File: src/rtl/pst_pkg.sv
package pst_pkg;

  typedef enum logic [2:0] {
    FLT_NONE     = 3'd0,
    FLT_SEG_OFF  = 3'd1,
    FLT_LIMIT    = 3'd2,
    FLT_PAGE_OFF = 3'd3,
    FLT_PERM     = 3'd4
  } fault_e;

  typedef enum logic [1:0] {
    ST_IDLE,
    ST_CHECK,
    ST_FETCH,
    ST_DONE
  } state_e;

  // Strobes from control to datapath
  typedef struct packed {
    logic capReq;    // capture virtual address and access type
    logic loadEarly; // load result from the pre-memory checks
    logic loadPte;   // load result from the fetched entry
  } strobe_t;

  localparam int PERM_W = 3;

  // perm[0] read, perm[1] write, perm[2] execute; access code 3 never allowed
  function automatic logic accessOk(input logic [PERM_W-1:0] perm,
                                    input logic [1:0] acc);
    case (acc)
      2'd0:    return perm[0];
      2'd1:    return perm[1];
      2'd2:    return perm[2];
      default: return 1'b0;
    endcase
  endfunction

endpackage

File: src/rtl/pst_seg_table.sv
module pst_seg_table
  import pst_pkg::*;
#(
  parameter int SEG_W  = 2,
  parameter int PAGE_W = 18,
  parameter int BASE_W = 32
) (
  input  logic              clk,
  input  logic              rstN,
  input  logic              wrEn,
  input  logic [SEG_W-1:0]  wrIdx,
  input  logic              wrValid,
  input  logic [PERM_W-1:0] wrPerm,
  input  logic [BASE_W-1:0] wrBase,
  input  logic [PAGE_W-1:0] wrLimit,
  input  logic [SEG_W-1:0]  rdIdx,
  output logic              rdValid,
  output logic [PERM_W-1:0] rdPerm,
  output logic [BASE_W-1:0] rdBase,
  output logic [PAGE_W-1:0] rdLimit
);
  localparam int SEG_N = 1 << SEG_W;

  logic              validQ [SEG_N];
  logic [PERM_W-1:0] permQ  [SEG_N];
  logic [BASE_W-1:0] baseQ  [SEG_N];
  logic [PAGE_W-1:0] limitQ [SEG_N];

  for (genvar i = 0; i < SEG_N; i++) begin : g_entry
    always_ff @(posedge clk) begin
      if (!rstN) begin
        validQ[i] <= 1'b0;
        permQ[i]  <= '0;
        baseQ[i]  <= '0;
        limitQ[i] <= '0;
      end else if (wrEn && wrIdx == SEG_W'(i)) begin
        validQ[i] <= wrValid;
        permQ[i]  <= wrPerm;
        baseQ[i]  <= wrBase;
        limitQ[i] <= wrLimit;
      end
    end
  end

  assign rdValid = validQ[rdIdx];
  assign rdPerm  = permQ[rdIdx];
  assign rdBase  = baseQ[rdIdx];
  assign rdLimit = limitQ[rdIdx];

endmodule

File: src/rtl/pst_control.sv
module pst_control
  import pst_pkg::*;
(
  input  logic    clk,
  input  logic    rstN,
  input  logic    reqValid,
  input  fault_e  earlyFault,
  input  logic    memAck,
  output strobe_t strobe,
  output logic    busy,
  output logic    done,
  output logic    memReq
);
  state_e stateQ, stateD;

  always_ff @(posedge clk) begin
    if (!rstN) stateQ <= ST_IDLE;
    else       stateQ <= stateD;
  end

  always_comb begin
    stateD = stateQ;
    strobe = '0;
    case (stateQ)
      ST_IDLE: if (reqValid) begin
        strobe.capReq = 1'b1;
        stateD        = ST_CHECK;
      end
      ST_CHECK: begin
        if (earlyFault != FLT_NONE) begin
          strobe.loadEarly = 1'b1;
          stateD           = ST_DONE;
        end else begin
          stateD = ST_FETCH;
        end
      end
      ST_FETCH: if (memAck) begin
        strobe.loadPte = 1'b1;
        stateD         = ST_DONE;
      end
      default: stateD = ST_IDLE;
    endcase
  end

  assign busy   = (stateQ != ST_IDLE);
  assign done   = (stateQ == ST_DONE);
  assign memReq = (stateQ == ST_FETCH);

endmodule

File: src/rtl/pst_datapath.sv
module pst_datapath
  import pst_pkg::*;
#(
  parameter int SEG_W   = 2,
  parameter int PAGE_W  = 18,
  parameter int OFF_W   = 12,
  parameter int FRAME_W = 20,
  parameter int MEM_AW  = 32,
  parameter int MEM_DW  = 32
) (
  input  logic                             clk,
  input  logic                             rstN,
  input  strobe_t                          strobe,
  input  logic [SEG_W+PAGE_W+OFF_W-1:0]    reqVa,
  input  logic [1:0]                       reqAccess,
  output logic [SEG_W-1:0]                 segIdx,
  input  logic                             segValid,
  input  logic [PERM_W-1:0]                segPerm,
  input  logic [MEM_AW-1:0]                segBase,
  input  logic [PAGE_W-1:0]                segLimit,
  output fault_e                           earlyFault,
  output logic [MEM_AW-1:0]                memAddr,
  input  logic [MEM_DW-1:0]                memRdata,
  output logic [FRAME_W+OFF_W-1:0]         paddr,
  output fault_e                           fault
);
  localparam int VA_W    = SEG_W + PAGE_W + OFF_W;
  localparam int PA_W    = FRAME_W + OFF_W;
  localparam int PTE_LOW = PERM_W + 1;

  logic [VA_W-1:0]   vaQ;
  logic [1:0]        accQ;
  logic [PAGE_W-1:0] pageNum;
  logic [OFF_W-1:0]  offset;

  always_ff @(posedge clk) begin
    if (!rstN) begin
      vaQ  <= '0;
      accQ <= '0;
    end else if (strobe.capReq) begin
      vaQ  <= reqVa;
      accQ <= reqAccess;
    end
  end

  assign segIdx  = vaQ[VA_W-1 -: SEG_W];
  assign pageNum = vaQ[OFF_W +: PAGE_W];
  assign offset  = vaQ[OFF_W-1:0];

  // Stage one: segment checks, in priority order
  always_comb begin
    if (!segValid)                    earlyFault = FLT_SEG_OFF;
    else if (pageNum > segLimit)      earlyFault = FLT_LIMIT;
    else if (!accessOk(segPerm, accQ)) earlyFault = FLT_PERM;
    else                              earlyFault = FLT_NONE;
  end

  assign memAddr = segBase + (MEM_AW'(pageNum) << 2);

  // Stage two: entry decode
  logic               pteValid;
  logic [PERM_W-1:0]  ptePerm;
  logic [FRAME_W-1:0] pteFrame;
  logic               unusedPteBits;

  assign pteValid      = memRdata[0];
  assign ptePerm       = memRdata[PERM_W:1];
  assign pteFrame      = memRdata[MEM_DW-1 -: FRAME_W];
  assign unusedPteBits = ^memRdata[MEM_DW-FRAME_W-1:PTE_LOW];

  always_ff @(posedge clk) begin
    if (!rstN) begin
      paddr <= '0;
      fault <= FLT_NONE;
    end else if (strobe.loadEarly) begin
      paddr <= '0;
      fault <= earlyFault;
    end else if (strobe.loadPte) begin
      if (!pteValid) begin
        paddr <= '0;
        fault <= FLT_PAGE_OFF;
      end else if (!accessOk(ptePerm, accQ)) begin
        paddr <= '0;
        fault <= FLT_PERM;
      end else begin
        paddr <= PA_W'({pteFrame, offset});
        fault <= FLT_NONE;
      end
    end
  end

endmodule

File: src/rtl/pst_translator.sv
module pst_translator
  import pst_pkg::*;
#(
  parameter int SEG_W   = 2,
  parameter int PAGE_W  = 18,
  parameter int OFF_W   = 12,
  parameter int FRAME_W = 20,
  parameter int MEM_AW  = 32,
  parameter int MEM_DW  = 32
) (
  input  logic                           clk,
  input  logic                           rstN,
  input  logic                           reqValid,
  input  logic [SEG_W+PAGE_W+OFF_W-1:0]  reqVa,
  input  logic [1:0]                     reqAccess,
  output logic                           busy,
  output logic                           done,
  output logic [FRAME_W+OFF_W-1:0]       paddr,
  output logic [2:0]                     fault,
  input  logic                           segWrEn,
  input  logic [SEG_W-1:0]               segWrIdx,
  input  logic                           segWrValid,
  input  logic [PERM_W-1:0]              segWrPerm,
  input  logic [MEM_AW-1:0]              segWrBase,
  input  logic [PAGE_W-1:0]              segWrLimit,
  output logic                           memReq,
  output logic [MEM_AW-1:0]              memAddr,
  input  logic                           memAck,
  input  logic [MEM_DW-1:0]              memRdata
);
  strobe_t            strobe;
  fault_e             earlyFault;
  fault_e             faultQ;
  logic [SEG_W-1:0]   segIdx;
  logic               segValid;
  logic [PERM_W-1:0]  segPerm;
  logic [MEM_AW-1:0]  segBase;
  logic [PAGE_W-1:0]  segLimit;
  logic               tableWrEn;

  assign tableWrEn = segWrEn && !busy;
  assign fault     = faultQ;

  pst_seg_table #(.SEG_W(SEG_W), .PAGE_W(PAGE_W), .BASE_W(MEM_AW)) u_segtab (
    .clk(clk), .rstN(rstN),
    .wrEn(tableWrEn), .wrIdx(segWrIdx), .wrValid(segWrValid),
    .wrPerm(segWrPerm), .wrBase(segWrBase), .wrLimit(segWrLimit),
    .rdIdx(segIdx), .rdValid(segValid), .rdPerm(segPerm),
    .rdBase(segBase), .rdLimit(segLimit)
  );

  pst_control u_ctrl (
    .clk(clk), .rstN(rstN), .reqValid(reqValid), .earlyFault(earlyFault),
    .memAck(memAck), .strobe(strobe), .busy(busy), .done(done), .memReq(memReq)
  );

  pst_datapath #(
    .SEG_W(SEG_W), .PAGE_W(PAGE_W), .OFF_W(OFF_W), .FRAME_W(FRAME_W),
    .MEM_AW(MEM_AW), .MEM_DW(MEM_DW)
  ) u_dp (
    .clk(clk), .rstN(rstN), .strobe(strobe), .reqVa(reqVa), .reqAccess(reqAccess),
    .segIdx(segIdx), .segValid(segValid), .segPerm(segPerm), .segBase(segBase),
    .segLimit(segLimit), .earlyFault(earlyFault), .memAddr(memAddr),
    .memRdata(memRdata), .paddr(paddr), .fault(faultQ)
  );

endmodule

File: config.mk
export PLATFORM = sky130hd
export DESIGN_NAME = pst_translator
export DESIGN_NICKNAME = d
export VERILOG_FILES = /design/src/rtl/pst_pkg.sv /design/src/rtl/pst_seg_table.sv /design/src/rtl/pst_control.sv /design/src/rtl/pst_datapath.sv /design/src/rtl/pst_translator.sv
export SDC_FILE = /design/constraint.sdc
export NUM_CORES = 1
export LEC_CHECK = 0
export ABC_AREA = 1
export BUFFER_PORTS_ARGS = -buffer_cell sky130_fd_sc_hd__buf_4
export CAP_MARGIN = 25
export CORE_UTILIZATION = 32
export DETAILED_ROUTE_END_ITERATION = 8
export GPL_TIMING_DRIVEN = 0
export PLACE_DENSITY_LB_ADDON = 0.2
export REMOVE_ABC_BUFFERS = 1
export SYNTH_ARGS = -nofsm -noshare
export SYNTH_HDL_FRONTEND = slang
export SYNTH_HIERARCHICAL = 1
export SYNTH_SLANG_ARGS = --single-unit
File: constraint.sdc
create_clock -name clk -period 6.7 [get_ports clk]
set_input_delay 0.67 -clock clk [delete_from_list [all_inputs] [get_ports clk]]
set_output_delay 0.67 -clock clk [all_outputs]
set_load 0.02 [all_outputs]
After elaboration in Yosys (flattened, before gate mapping)
Memories as Yosys holds them, arrays and structs flattened. A register that Yosys moved wholly into a read port is not among the register bits.
Index checks and enable logic that the tools add are counted.
{"block": "classes", "n_addsub": 1, "n_lt_le_gt_ge": 1, "n_eq_ne": 10, "mux": 64, "bitwise_logic": 17, "n_reduce_logical": 14}
{"cell": "two-way mux 32 bit", "count": 6}
{"cell": "two-way mux 18 bit", "count": 4}
{"cell": "two-way mux 3 bit", "count": 11}
{"cell": "adder 32 x 20 -> 32 bit", "count": 1}
{"cell": "two-way mux 1 bit", "count": 30}
{"cell": "two-way mux 2 bit", "count": 10}
{"cell": "greater-than comparator 18 bit", "count": 1}
{"cell": "bitwise OR 1 bit", "count": 16}
{"cell": "== test 2 bit, second input constant", "count": 5}
{"cell": "== test 2 x 1 -> 1 bit, second input constant", "count": 3}
{"cell": "zero test 2 bit", "count": 3}
{"cell": "case mux 1 bit (3 select lines)", "count": 2}
{"cell": "case mux 2 bit (3 select lines)", "count": 1}
{"cell": "logical AND 1 bit", "count": 5}
{"cell": "nonzero test 2 bit", "count": 2}
{"cell": "nonzero test 3 bit", "count": 1}
{"cell": "!= test 2 x 1 -> 1 bit, second input constant", "count": 1}
{"cell": "!= test 2 bit, second input constant", "count": 1}
{"cell": "AND reduction 2 bit", "count": 1}
{"cell": "OR reduction 2 bit", "count": 1}
{"cell": "zero test 1 bit", "count": 1}
{"cell": "NOT 1 bit", "count": 1}
{"block": "word_totals", "reg_bits": 71, "mem_bits_rw": 216, "in_bits": 127, "out_inout_bits": 70, "memories": 4}
{"name": "u_segtab.baseQ", "words": 4, "word_bits": 32, "rd": 1, "rd_ports_with_merged_regs": 1, "wr": 4, "line_no": "pst_seg_table.sv:26", "rtl": "logic [BASE_W-1:0] baseQ [SEG_N];"}
{"name": "u_segtab.limitQ", "words": 4, "word_bits": 18, "rd": 1, "rd_ports_with_merged_regs": 1, "wr": 4, "line_no": "pst_seg_table.sv:27", "rtl": "logic [PAGE_W-1:0] limitQ [SEG_N];"}
{"name": "u_segtab.permQ", "words": 4, "word_bits": 3, "rd": 1, "rd_ports_with_merged_regs": 1, "wr": 4, "line_no": "pst_seg_table.sv:25", "rtl": "logic [PERM_W-1:0] permQ [SEG_N];"}
{"name": "u_segtab.validQ", "words": 4, "word_bits": 1, "rd": 1, "rd_ports_with_merged_regs": 1, "wr": 4, "line_no": "pst_seg_table.sv:24", "rtl": "logic validQ [SEG_N];"}

Depth between registers and ports, before layout
Gate-level depths: netlist of run 1.
{"block": "logic_depth", "ltp_word": 16, "mapped_depth": 27}

Cells and area by module
The synthesis of run 1 kept the hierarchy.
{"module": "pst_seg_table", "n_inst": 1, "cells_each": 1049, "area_per_inst_um2": 10149.7, "seq_area_each_um2": 6476.2}
{"module": "pst_datapath", "n_inst": 1, "cells_each": 639, "area_per_inst_um2": 4287.9, "seq_area_each_um2": 1381.3}
{"module": "pst_control", "n_inst": 1, "cells_each": 31, "area_per_inst_um2": 211.5, "seq_area_each_um2": 40.0}
{"module": "pst_translator", "n_inst": 1, "cells_each": 2, "area_per_inst_um2": 10.0, "seq_area_each_um2": 0.0}

Worst setup path after synthesis of run 1
OpenSTA, ideal clock, no wires.
{"block": "synth_timing", "path_type": "register to output", "from": "register u_dp/vaQ[30] (netlist name)", "to": "output port memAddr[18]", "arrival_time_ps": 2672, "required_ps": 6030, "path_slack_ps": 3358, "stages_incl_launch_ff": 16, "path_buffers": 4, "cell_sequence": "dfxtp_1 buf_4 buf_2 buf_2 buf_2 o211ai_1 nand2_1 ha_1 fa_1 nand3_2 nand2_2 nand2_2 nand2_1 a21oi_1 o21ai_1 xor2_1"}
{"item": "end, declared", "line_no": "pst_translator.sv:27", "rtl": "output logic [MEM_AW-1:0] memAddr,"}

==> results.py, run 1 <==
metrics = {
    "status": {
        "status": "completed",
    },
    "finish": {
        "fill_cells": 4618,
        "synthToLayoutAreaGrowth_pct": 22.6,
        "design_area_um2": 18000,
        "multi_input_area_um2": 5430,
        "drive_above_1_share_pct": 18.0,
        "final_cells": 2505,
        "utilization_pct": 39.7,
        "seqCellArea_um2": 7900,
        "final_common_cell": "nand2_1",
        "nets": 2047,
        "antenna_cells": 0,
        "final_cell_mix": "nand2_1 (390), nor2_1 (371), inv_1 (231), edfxtp_1 (215), buf_4 (188)",
    },
    "floorplan": {
        "chipWidth_um": 216,
        "pin_count": 197,
        "die_area_um2": 46700,
        "core_um2": 45300,
        "die_h_um": 216,
        "start_util_pct": 32.4,
        "rows": 78,
    },
    "drt": {
        "route.detailed.vias_per_inst": 4.54,
        "drc_errors": 0,
        "dr_total_vias": 11400,
        "ant_nets": 0,
        "drt_wl_total_mm": 40.2,
        "dr.pass1.iters": 5,
        "drt_iter0_markers": 679,
        "wl_per_cell_um": 16.0,
    },
    "setup_path": {
        "r2r-end": "u_dp/paddr[6]$_SDFFE_PP0P_",
        "crit_family": "adder cells",
        "end_kind": "primary output",
        "crit_path_start_kind": "flip-flop",
        "worstPathArrival_ns": 3.86,
        "crit_path_frequent_cell": "nand2_1",
        "worstSetupPathType": "flip-flop to primary output",
        "path_depth": 14,
        "cpPeakStageDelay_ns": 0.72,
        "cp_slowest_cell": "dfxtp_4",
        "crit_chain": "buf_12 > nand2_1 > o211ai_1 > nand2_1 > ha_1 > fa_1 > nand3_2 > nand2_2 > nand2_2 > nand2_1 > a21oi_1 > o21ai_1 > xor2_1 > buf_4",
        "r2r_setup_slack_ns": 2.75,
        "path_buf_inv": 2,
        "cp.required_ns": 6.03,
        "path_max_fanout": 57,
        "reg2reg_depth": 21,
        "cp-endpoint": "memAddr[18]",
        "r2r_start": "u_dp/vaQ[31]$_SDFFE_PN0P_",
        "worstSetupStartpoint": "u_dp/vaQ[30]$_SDFFE_PN0P_",
    },
    "clock_network": {
        "clock_latency_ns": 0.52,
        "cts.path.max_buffers": 3,
        "holdBufCountCts": 0,
        "cts.clk_slew.worst_paths_ns": 0.06,
        "cts_setup_buffers": 0,
        "cts_resized": 0,
        "root_buffer": "clkbuf_16",
        "h-tree-depth": 2,
        "numCtsBuffers": 36,
        "cts.sinks": 287,
        "cts_tree": "done",
    },
    "yosys": {
        "synth_seq_cells": 287,
        "ys_top_cells_by_area": "edfxtp_1 (44%), nand2_1 (10%), dfxtp_1 (9.8%)",
        "synth_edf_count": 215,
        "synthCells": 1721,
        "ys_seq_area_share_pct": 53.9,
        "synthesis.area_um2": 14700,
        "ys_types": 43,
        "synth.top_cell.area_share_pct": 44.0,
        "synth_ff_type": "edfxtp_1",
        "ys_warn_count": 6,
        "synth_area_leader_cell": "edfxtp_1",
        "syn_avg_cell_area_um2": 8.52,
        "synthArstFlopShare_pct": 0,
    },
    "placement": {
        "gp_congestion": 0.818,
        "dp.cells": 2440,
        "dpl_cell_area_um2": 16700,
        "hpwl_mm": 26.2,
        "portBuffers": 188,
    },
    "flow_run": {
        "maxCapViolCount": 0,
    },
    "power": {
        "swShare_pct": 35.9,
        "p_switching_mw": 2.34,
        "pwr-share-comb_pct": 35.1,
        "p_clk_share_pct": 31.0,
        "p_total_mw": 6.54,
        "power_frac_seq_pct": 33.9,
        "cellPowerDensity_nw_per_um2": 364,
        "intPower_mw": 4.19,
        "peakVddDrop_uv": 235,
        "leakagePower_nw": 7.95,
    },
    "sta": {
        "hold_ws_ns": 0.374,
        "slew_violations": 0,
        "fin_crit_sh_pct": 67.6,
        "worst_slew_pin_slew_ns": 0.941,
        "finalWorstPathRequiredPeriod_ns": 4.53,
        "fmax_mhz": 221,
        "finalHoldViolations": 0,
        "final.setup_skew_ns": 0.0180,
        "setup_viol": 0,
        "rsz0062_at_grt": "false",
        "max_slew_margin_pct": 37.3,
    },
    "global_route": {
        "grt_busiest_layer": "met2",
        "grt_usage_pct": 17.1,
        "overflow": 0,
        "grt_max_degree": 58,
        "antenna_found_initial": 0,
        "globalRouteMet2Util_pct": 28.6,
        "globalRouteMet1Util_pct": 23.3,
        "grt_first_pass_wirelength_mm": 61.6,
        "grtUsageMet3_pct": 2.49,
        "grt_pass1_vias": 10800,
    },
    "min_path": {
        "hp-class": "input port to flip-flop",
    },
}
==> sequential cells by signal, summed over array words and instances, names as in the netlist <==
signal,count
u_segtab/baseQ,128
u_segtab/limitQ,72
u_dp/paddr,32
u_dp/vaQ,32
u_segtab/permQ,12
u_segtab/validQ,4
u_dp/fault,3
u_ctrl/stateQ,2
u_dp/accQ,2
==> layout make-up <==
type	count	area share (%)
clock inverter	15	1.15
inverter	240	5.03
multi-input combinational	1112	30.2
sequential	287	44.0
timing repair buffer	202	9.64
clock buffer	49	5.82
tap	600	4.18
==> power groups by stage <==
stage / sequential, mW / clock, mW / combinational, mW
2_1_floorplan: 2.29 / 0 / 1.40
3_3_place_gp: 2.33 / 0 / 2.24
3_5_place_dp: 2.26 / 0 / 2.30
4_1_cts: 2.22 / 2.08 / 2.31
5_1_grt: 2.24 / 2.15 / 2.53
6_report: 2.22 / 2.03 / 2.29
==> synth_stat cells, types with 2 or more instances <==
cell / instances
nand2_2: 3
clkbuf_1: 24
o21ai_1: 6
nand3_1: 19
inv_1: 231
nor2_2: 52
nand3_2: 4
xnor2_1: 12
a21o_1: 2
dfxtp_1: 72
inv_2: 9
xor2_1: 14
and2_1: 3
buf_2: 39
nand3_4: 2
o21a_1: 2
nand4_4: 2
ha_1: 40
a21oi_2: 4
a21oi_1: 63
edfxtp_1: 215
nand4_1: 5
nor3_1: 3
nor2_1: 371
nand2_1: 394
o211ai_1: 55
buf_6: 10
buf_4: 9
a31oi_1: 2
o21ai_0: 41
==> through the flow <==
step           TNS (ns)  worst slack (ns)
5_1_grt               0              1.91
2_1_floorplan         0             0.326
6_report              0              2.17
4_1_cts               0              2.15
3_3_place_gp    -128.63             -2.32
3_5_place_dp          0              2.68
==> worst register-to-register path: cells and delay by family, from the launching register on <==
kind / cells / cell delay, ns
flops: 1 / 0.34
simple gates: 11 / 1.61
compound gates: 2 / 0.28
buf+inv: 7 / 1.33
fa+ha+maj: 1 / 0.29
==> worst min path at each step <==
stage	startpoint	to	slack [ns]	cells past startpoint
2_1_floorplan	u_dp/vaQ[0]$_SDFFE_PN0P_	u_dp/paddr[0]$_SDFFE_PP0P_	0.44	2
3_3_place_gp	u_dp/vaQ[8]$_SDFFE_PN0P_	u_dp/paddr[8]$_SDFFE_PP0P_	0.44	2
3_5_place_dp	u_dp/vaQ[8]$_SDFFE_PN0P_	u_dp/paddr[8]$_SDFFE_PP0P_	0.45	2
4_1_cts	reqVa[8]	u_dp/vaQ[8]$_SDFFE_PN0P_	0.35	3
5_1_grt	reqVa[8]	u_dp/vaQ[8]$_SDFFE_PN0P_	0.36	3
6_report	reqVa[18]	u_dp/vaQ[18]$_SDFFE_PN0P_	0.37	3
==> layer usage <==
layer / vias to the layer above / part of all wire [%] / wire length, um
met1: 5265 / 47 / 18900
li1: 5760 / - / -
met5: - / 0 / 0
met2: 305 / 46 / 18600
met3: 50 / 4.9 / 1990
met4: 0 / 1.7 / 682
==> cells by family (layout without fill, tap and decap cells) <==
group | Yosys count | after routing | share of synthesized area [%]
xor gates and xnor gates | 26 | 26 | 1.55
and+or+nand+nor | 864 | 864 | 24.2
adders and majority gates | 41 | 41 | 3.55
AOI/OAI and AO/OA | 181 | 181 | 7.49
buffers and inverters | 322 | 506 | 9.32
DFF | 287 | 287 | 53.9
No activity file was read; power rests on OpenSTA's default activity.
==> inputs of run 2 (changes only) <==
Clock period 6.7 ns to 4.1 ns, I/O delays scaled along.
==> results.py, run 2 (synthesis results as in run 1) <==
metrics = {
    "status": {
        "status": "completed",
    },
    "placement": {
        "hpwl_mm": 26.2,
        "dpl_cell_area_um2": 16700,
        "gp_congestion": 0.818,
        "portBuffers": 188,
    },
    "setup_path": {
        "r2r-end": "u_dp/paddr[6]$_SDFFE_PP0P_",
        "cp_slowest_cell": "ha_1",
        "path_max_fanout": 53,
        "cp.required_ns": 3.69,
        "end_kind": "primary output",
        "worstPathArrival_ns": 3.44,
        "crit_chain": "bufinv_16 > buf_16 > nor2_1 > nand2_1 > nand2_1 > ha_1 > a21oi_1 > nor2_1 > nor2_1 > nand2_1 > a21oi_2 > o21ai_1 > xor2_1 > buf_4",
        "path_buf_inv": 3,
        "r2r_setup_slack_ns": 0.56,
        "reg2reg_depth": 23,
        "r2r_start": "u_dp/vaQ[31]$_SDFFE_PN0P_",
        "worstSetupPathType": "flip-flop to primary output",
        "crit_path_start_kind": "flip-flop",
        "crit_family": "buffers and inverters",
        "cpPeakStageDelay_ns": 0.37,
    },
    "drt": {
        "drc_errors": 0,
        "dr_total_vias": 11500,
        "route.detailed.vias_per_inst": 4.57,
        "dr.pass1.iters": 5,
        "wl_per_cell_um": 16.3,
        "drt_wl_total_mm": 40.8,
        "ant_nets": 0,
        "drt_iter0_markers": 757,
    },
    "global_route": {
        "grt_max_degree": 58,
        "grt_usage_pct": 17.3,
        "grt_pass1_vias": 10900,
        "antenna_found_initial": 0,
        "overflow": 0,
        "grt_first_pass_wirelength_mm": 62.1,
    },
    "flow_run": {
        "maxCapViolCount": 0,
    },
    "power": {
        "p_clk_share_pct": 30.8,
        "p_switching_mw": 3.86,
        "power_frac_seq_pct": 33.4,
        "intPower_mw": 6.91,
        "p_total_mw": 10.8,
        "leakagePower_nw": 8.00,
        "peakVddDrop_uv": 385,
        "swShare_pct": 35.8,
        "pwr-share-comb_pct": 35.9,
        "cellPowerDensity_nw_per_um2": 596,
    },
    "clock_network": {
        "cts.path.max_buffers": 3,
        "cts.sinks": 287,
        "clock_latency_ns": 0.52,
        "cts_tree": "done",
        "h-tree-depth": 2,
        "cts.clk_slew.worst_paths_ns": 0.06,
        "holdBufCountCts": 0,
        "root_buffer": "clkbuf_16",
        "numCtsBuffers": 36,
    },
    "floorplan": {
        "die_h_um": 216,
        "rows": 78,
        "chipWidth_um": 216,
        "die_area_um2": 46700,
        "core_um2": 45300,
        "pin_count": 197,
        "start_util_pct": 32.4,
    },
    "finish": {
        "multi_input_area_um2": 5430,
        "seqCellArea_um2": 7900,
        "largest_register_ffs": 128,
        "largest-register": "u_segtab/baseQ",
        "top_regs": "u_segtab/baseQ: 128 flops, u_segtab/limitQ: 72 flops",
        "synthToLayoutAreaGrowth_pct": 23.3,
        "final_common_cell": "nand2_1",
        "drive_above_1_share_pct": 18.3,
        "antenna_cells": 0,
        "design_area_um2": 18100,
        "nets": 2052,
        "final_cell_mix": "nand2_1 (389), nor2_1 (371), inv_1 (231), edfxtp_1 (215), buf_4 (190)",
        "fill_cells": 4609,
    },
    "sta": {
        "slew_violations": 0,
        "final.setup_skew_ns": 0.0188,
        "fin_crit_sh_pct": 93.8,
        "worst_slew_pin_slew_ns": 0.933,
        "rsz0062_at_grt": "false",
        "fmax_mhz": 260,
        "finalHoldViolations": 0,
        "finalWorstPathRequiredPeriod_ns": 3.85,
        "max_slew_margin_pct": 37.8,
        "setup_viol": 0,
    },
    "min_path": {
        "holdCritStartpoint": "reqVa[18]",
        "hold_end": "u_dp/vaQ[18]$_SDFFE_PN0P_",
        "holdPathStages": 3,
        "hp-class": "input port to flip-flop",
    },
}
==> run 2: power groups by stage <==
| stage | sequential, mW | combinational, mW | clock (mW) |
|---|---|---|---|
| 2_1_floorplan | 3.74 | 2.28 | 0 |
| 3_3_place_gp | 3.80 | 3.65 | 0 |
| 3_5_place_dp | 3.69 | 3.75 | 0 |
| 4_1_cts | 3.60 | 3.83 | 3.40 |
| 5_1_grt | 3.62 | 4.26 | 3.52 |
| 6_report | 3.59 | 3.86 | 3.31 |
==> run 2: area by class of cell <==
class                           count  area share, %
Clock buffer                       49           5.79
Clock inverter                     15           1.14
Inverter                          240           5.13
Multi-Input combinational cell   1112           30.0
Sequential cell                   287           43.7
Tap cell                          600           4.15
Timing Repair Buffer              207           10.0
==> run 2: what timing repair did <==
action / in CTS / in global routing
gates resized for setup: 1 / 8
gates cloned: 0 / 1
setup buffers: 2 / 2
endpoints found under the setup margin: 2 / 23
==> run 2: worst register-to-register path, cell delays in order, from the launching register on <==
cell and delay (ns):
dfxtp_1 0.38, bufinv_16 0.25, clkbuf_16 0.31, nor2_1 0.14
nand2_1 0.06, nand2_1 0.06, inv_1 0.05, ha_1 0.29
nand2_1 0.08, nor2_1 0.16, nand2_1 0.17, nor2_1 0.13
nor2_1 0.05, nand2_1 0.11, nand2_1 0.09, and2_1 0.14
inv_1 0.04, nand2_1 0.05, nand2_1 0.07, inv_1 0.09
inv_1 0.12, nand2_2 0.23, buf_8 0.27, a21oi_1 0.13
==> run 2: worst max path at each step <==
stage / startpoint / endpoint / slack [ns] / depth (start not counted)
after global placement: u_dp/vaQ[30]$_SDFFE_PN0P_ / u_dp/paddr[28]$_SDFFE_PP0P_ / -4.92 / 18
after floorplan: u_dp/vaQ[30]$_SDFFE_PN0P_ / u_dp/paddr[0]$_SDFFE_PP0P_ / -2.07 / 18
after detailed placement: u_dp/vaQ[31]$_SDFFE_PN0P_ / u_dp/paddr[6]$_SDFFE_PP0P_ / 0.08 / 21
final: u_dp/vaQ[31]$_SDFFE_PN0P_ / memAddr[18] / 0.25 / 14
after CTS: u_dp/vaQ[31]$_SDFFE_PN0P_ / memAddr[18] / 0.03 / 14
after global routing: u_dp/vaQ[31]$_SDFFE_PN0P_ / memAddr[18] / 0.07 / 14
==> run 2: metal layers <==
layer / GRT usage (%) / share of wire, % / vias up
met5: 0 / 0 / -
met2: 28.9 / 47 / 321
met3: 2.52 / 5.2 / 51
li1: - / - / 5768
met4: 3.97 / 1.7 / 0
met1: 23.6 / 47 / 5331
==> run 2: metrics by stage <==
stage          utilization [%]  setup TNS, ns  setup WS (ns)  std cells  hold slack, ns
3_5_place_dp              36.8              0         0.0814       2440           0.451
4_1_cts                   39.7              0         0.0268       2506          0.0943
2_1_floorplan                -        -124.37          -2.07       1639           0.437
3_3_place_gp              36.1        -310.44          -4.92       2427           0.442
5_1_grt                   39.9              0         0.0669       2510          0.0985
6_report                  39.9              0          0.254       2510           0.110
==> inputs of run 3 (changes only) <==
Settings changed: SYNTH_HIERARCHICAL 1 to default.
==> results.py, run 3 <==
metrics = {
    "clock_network": {
        "cts.sinks": 289,
        "cts.clk_slew.worst_paths_ns": 0.06,
        "cts.path.max_buffers": 3,
        "cts_tree": "done",
        "numCtsBuffers": 35,
        "holdBufCountCts": 0,
        "root_buffer": "clkbuf_16",
        "clock_latency_ns": 0.53,
        "h-tree-depth": 2,
    },
    "global_route": {
        "grt_max_degree": 50,
        "antenna_found_initial": 5,
        "grt_first_pass_wirelength_mm": 65.2,
        "grt_pass1_vias": 10900,
        "grt_usage_pct": 19.7,
        "overflow": 0,
    },
    "drt": {
        "drt_iter0_markers": 753,
        "route.detailed.vias_per_inst": 4.99,
        "dr.pass1.iters": 5,
        "drt_wl_total_mm": 43.4,
        "ant_nets": 0,
        "wl_per_cell_um": 19.4,
        "dr_total_vias": 11200,
        "drc_errors": 0,
    },
    "floorplan": {
        "die_area_um2": 43800,
        "pin_count": 197,
        "rows": 75,
        "core_um2": 42100,
        "die_h_um": 209,
        "start_util_pct": 32.6,
        "chipWidth_um": 209,
    },
    "finish": {
        "drive_above_1_share_pct": 21.6,
        "largest-register": "u_segtab.baseQ",
        "largest_register_ffs": 128,
        "top_regs": "u_segtab.baseQ: 128 flops, u_segtab.limitQ: 72 flops",
        "final_cell_mix": "nor2_1 (376), edfxtp_1 (215), nand2_1 (201), buf_4 (197)",
        "antenna_cells": 0,
        "nets": 1846,
        "design_area_um2": 17900,
        "synthToLayoutAreaGrowth_pct": 30.0,
        "final_common_cell": "nor2_1",
        "utilization_pct": 42.4,
        "fill_cells": 4141,
    },
    "yosys": {
        "synthArstFlopShare_pct": 0,
        "ys_top_cells_by_area": "edfxtp_1 (47%), dfxtp_1 (11%), nor2_1 (10%)",
        "ys_types": 45,
        "synth.top_cell.area_share_pct": 47.0,
        "synth.most_common_cell": "nor2_1",
        "synth_top_cells_by_count": "nor2_1 (379), edfxtp_1 (215), nand2_1 (204)",
        "synth_edf_count": 215,
        "ys_seq_area_share_pct": 57.8,
        "synthesis.area_um2": 13700,
        "syn_avg_cell_area_um2": 9.34,
        "synth_area_leader_cell": "edfxtp_1",
        "synth_ff_type": "edfxtp_1",
        "synthCells": 1471,
        "ys_warn_count": 0,
        "synth_seq_cells": 289,
    },
    "flow_run": {
        "maxCapViolCount": 0,
    },
    "setup_path": {
        "path_buf_inv": 3,
        "crit_chain": "buf_12 > buf_12 > o21ai_0 > o22ai_2 > ha_1 > a21oi_1 > o21ai_0 > a21o_1 > nand2_1 > nand3_1 > nand2_1 > nand2_1 > nand2_1 > xor2_1 > buf_4",
        "crit_path_frequent_cell": "nand2_1",
        "end_kind": "primary output",
        "worstSetupPathType": "flip-flop to primary output",
        "r2r_setup_slack_ns": 0.59,
        "cp_slowest_cell": "dfxtp_4",
        "crit_family": "compound AO/OA/AOI/OAI gates",
        "crit_path_start_kind": "flip-flop",
        "path_depth": 15,
        "cp.required_ns": 3.69,
        "r2r-end": "u_dp.paddr[30]$_SDFFE_PP0P_",
        "cpPeakStageDelay_ns": 0.48,
        "path_max_fanout": 17,
        "reg2reg_depth": 13,
        "worstPathArrival_ns": 3.50,
    },
    "sta": {
        "max_slew_margin_pct": 40.3,
        "slew_violations": 0,
        "worst_slew_pin_slew_ns": 0.892,
        "final.setup_skew_ns": 0.0224,
        "hold_ws_ns": 0.138,
        "finalWorstPathRequiredPeriod_ns": 3.91,
        "setup_viol": 0,
        "fin_crit_sh_pct": 95.3,
        "finalHoldViolations": 0,
        "fmax_mhz": 256,
    },
    "status": {
        "status": "completed",
    },
    "placement": {
        "portBuffers": 188,
        "hpwl_mm": 27.8,
        "gp_congestion": 0.838,
        "dpl_cell_area_um2": 16300,
    },
    "min_path": {
        "hold_end": "u_dp.vaQ[25]$_SDFFE_PN0P_",
        "hp-class": "input port to flip-flop",
        "holdCritStartpoint": "reqVa[25]",
        "holdPathStages": 3,
    },
    "power": {
        "leakagePower_nw": 7.52,
        "cellPowerDensity_nw_per_um2": 606,
        "peakVddDrop_uv": 457,
    },
}
==> run 3: changes by cell type after synthesis, sizes merged, moves of 17 or more <==
cell	change
a21oi	+23
a32o	+17
buf	-41
clkbuf	+37
inv	-137
nand2	-190
nand3	+37
nor2	-42
o211ai	-55
o21ai	+63
o22ai	+22
==> run 3: cell families (layout without fill, tap and decap cells) <==
logic type	after synthesis	count (layout)	synth area share (%)
AOI/OAI and AO/OA	262	262	11.7
and+or+nand+nor	672	672	19.6
buffers and inverters	181	415	5.51
adders and majority gates	41	41	3.79
xor gates and xnor gates	26	26	1.66
DFF	289	289	57.8
==> run 3: cell type report <==
class	instances	area [um2]	share of cell area (%)
sequential	289	7950	44.5
multi-input combinational	1001	5160	28.9
timing repair buffer	246	2500	14.0
clock buffer	45	958	5.37
tap	539	674	3.78
inverter	103	419	2.35
clock inverter	19	190	1.06
timing repair inverter	2	17.5	0.0981
==> run 3: power by group <==
group	total (mW)	switching, mW	internal, mW
clock	3.11	1.26	1.85
sequential	3.62	0.147	3.47
combinational	4.09	2.57	1.52
==> run 3: through the flow <==
step / std cells / setup TNS, ns / setup slack, ns / total power, mW
6_report: 2244 / 0 / 0.191 / 10.8
5_1_grt: 2244 / -0.0167 / -0.0167 / 11.4
4_1_cts: 2236 / 0 / 0.00112 / 10.8
3_5_place_dp: 2160 / -4.05 / -0.371 / 7.46
3_3_place_gp: 2120 / -1608.97 / -5.64 / 7.32
2_1_floorplan: 1393 / -312.74 / -1.51 / 5.86
==> run 3: tightest hold or removal path, stage by stage <==
cell	delay, ns
buf_4	0.07
o21ai_0	0.07
nor2_1	0.08
==> run 3: how the worst max path moves through the flow <==
stage                                       start                                   to  slack, ns
floorplan                               flip-flop                          memAddr[25]      -1.51
global placement    u_ctrl.stateQ[1]$_SDFFE_PN0P_  u_segtab.baseQ[0][31]$_SDFFCE_PN0P_      -5.64
detailed placement                      flip-flop                          memAddr[26]      -0.37
CTS                                     flip-flop                          memAddr[29]      0.001
global route                            flip-flop                          memAddr[27]      -0.02
finish                                  flip-flop                          memAddr[27]       0.19
==> run 3: what timing repair did <==
item	4_1_cts	5_1_grt
gates cloned	6	2
setup endpoints to repair	27	16
pin swaps	3	10
resized for setup	16	15
buffers inserted	6	6
==> run 3: routing by layer <==
layer / up-vias / GRT usage, % / part of all wire [%]
met4: 4 / 5.15 / 1.9
met5: - / 0 / 0.062
met3: 63 / 3.71 / 6.0
met1: 5426 / 27.1 / 46
li1: 5397 / - / -
met2: 307 / 31.9 / 46
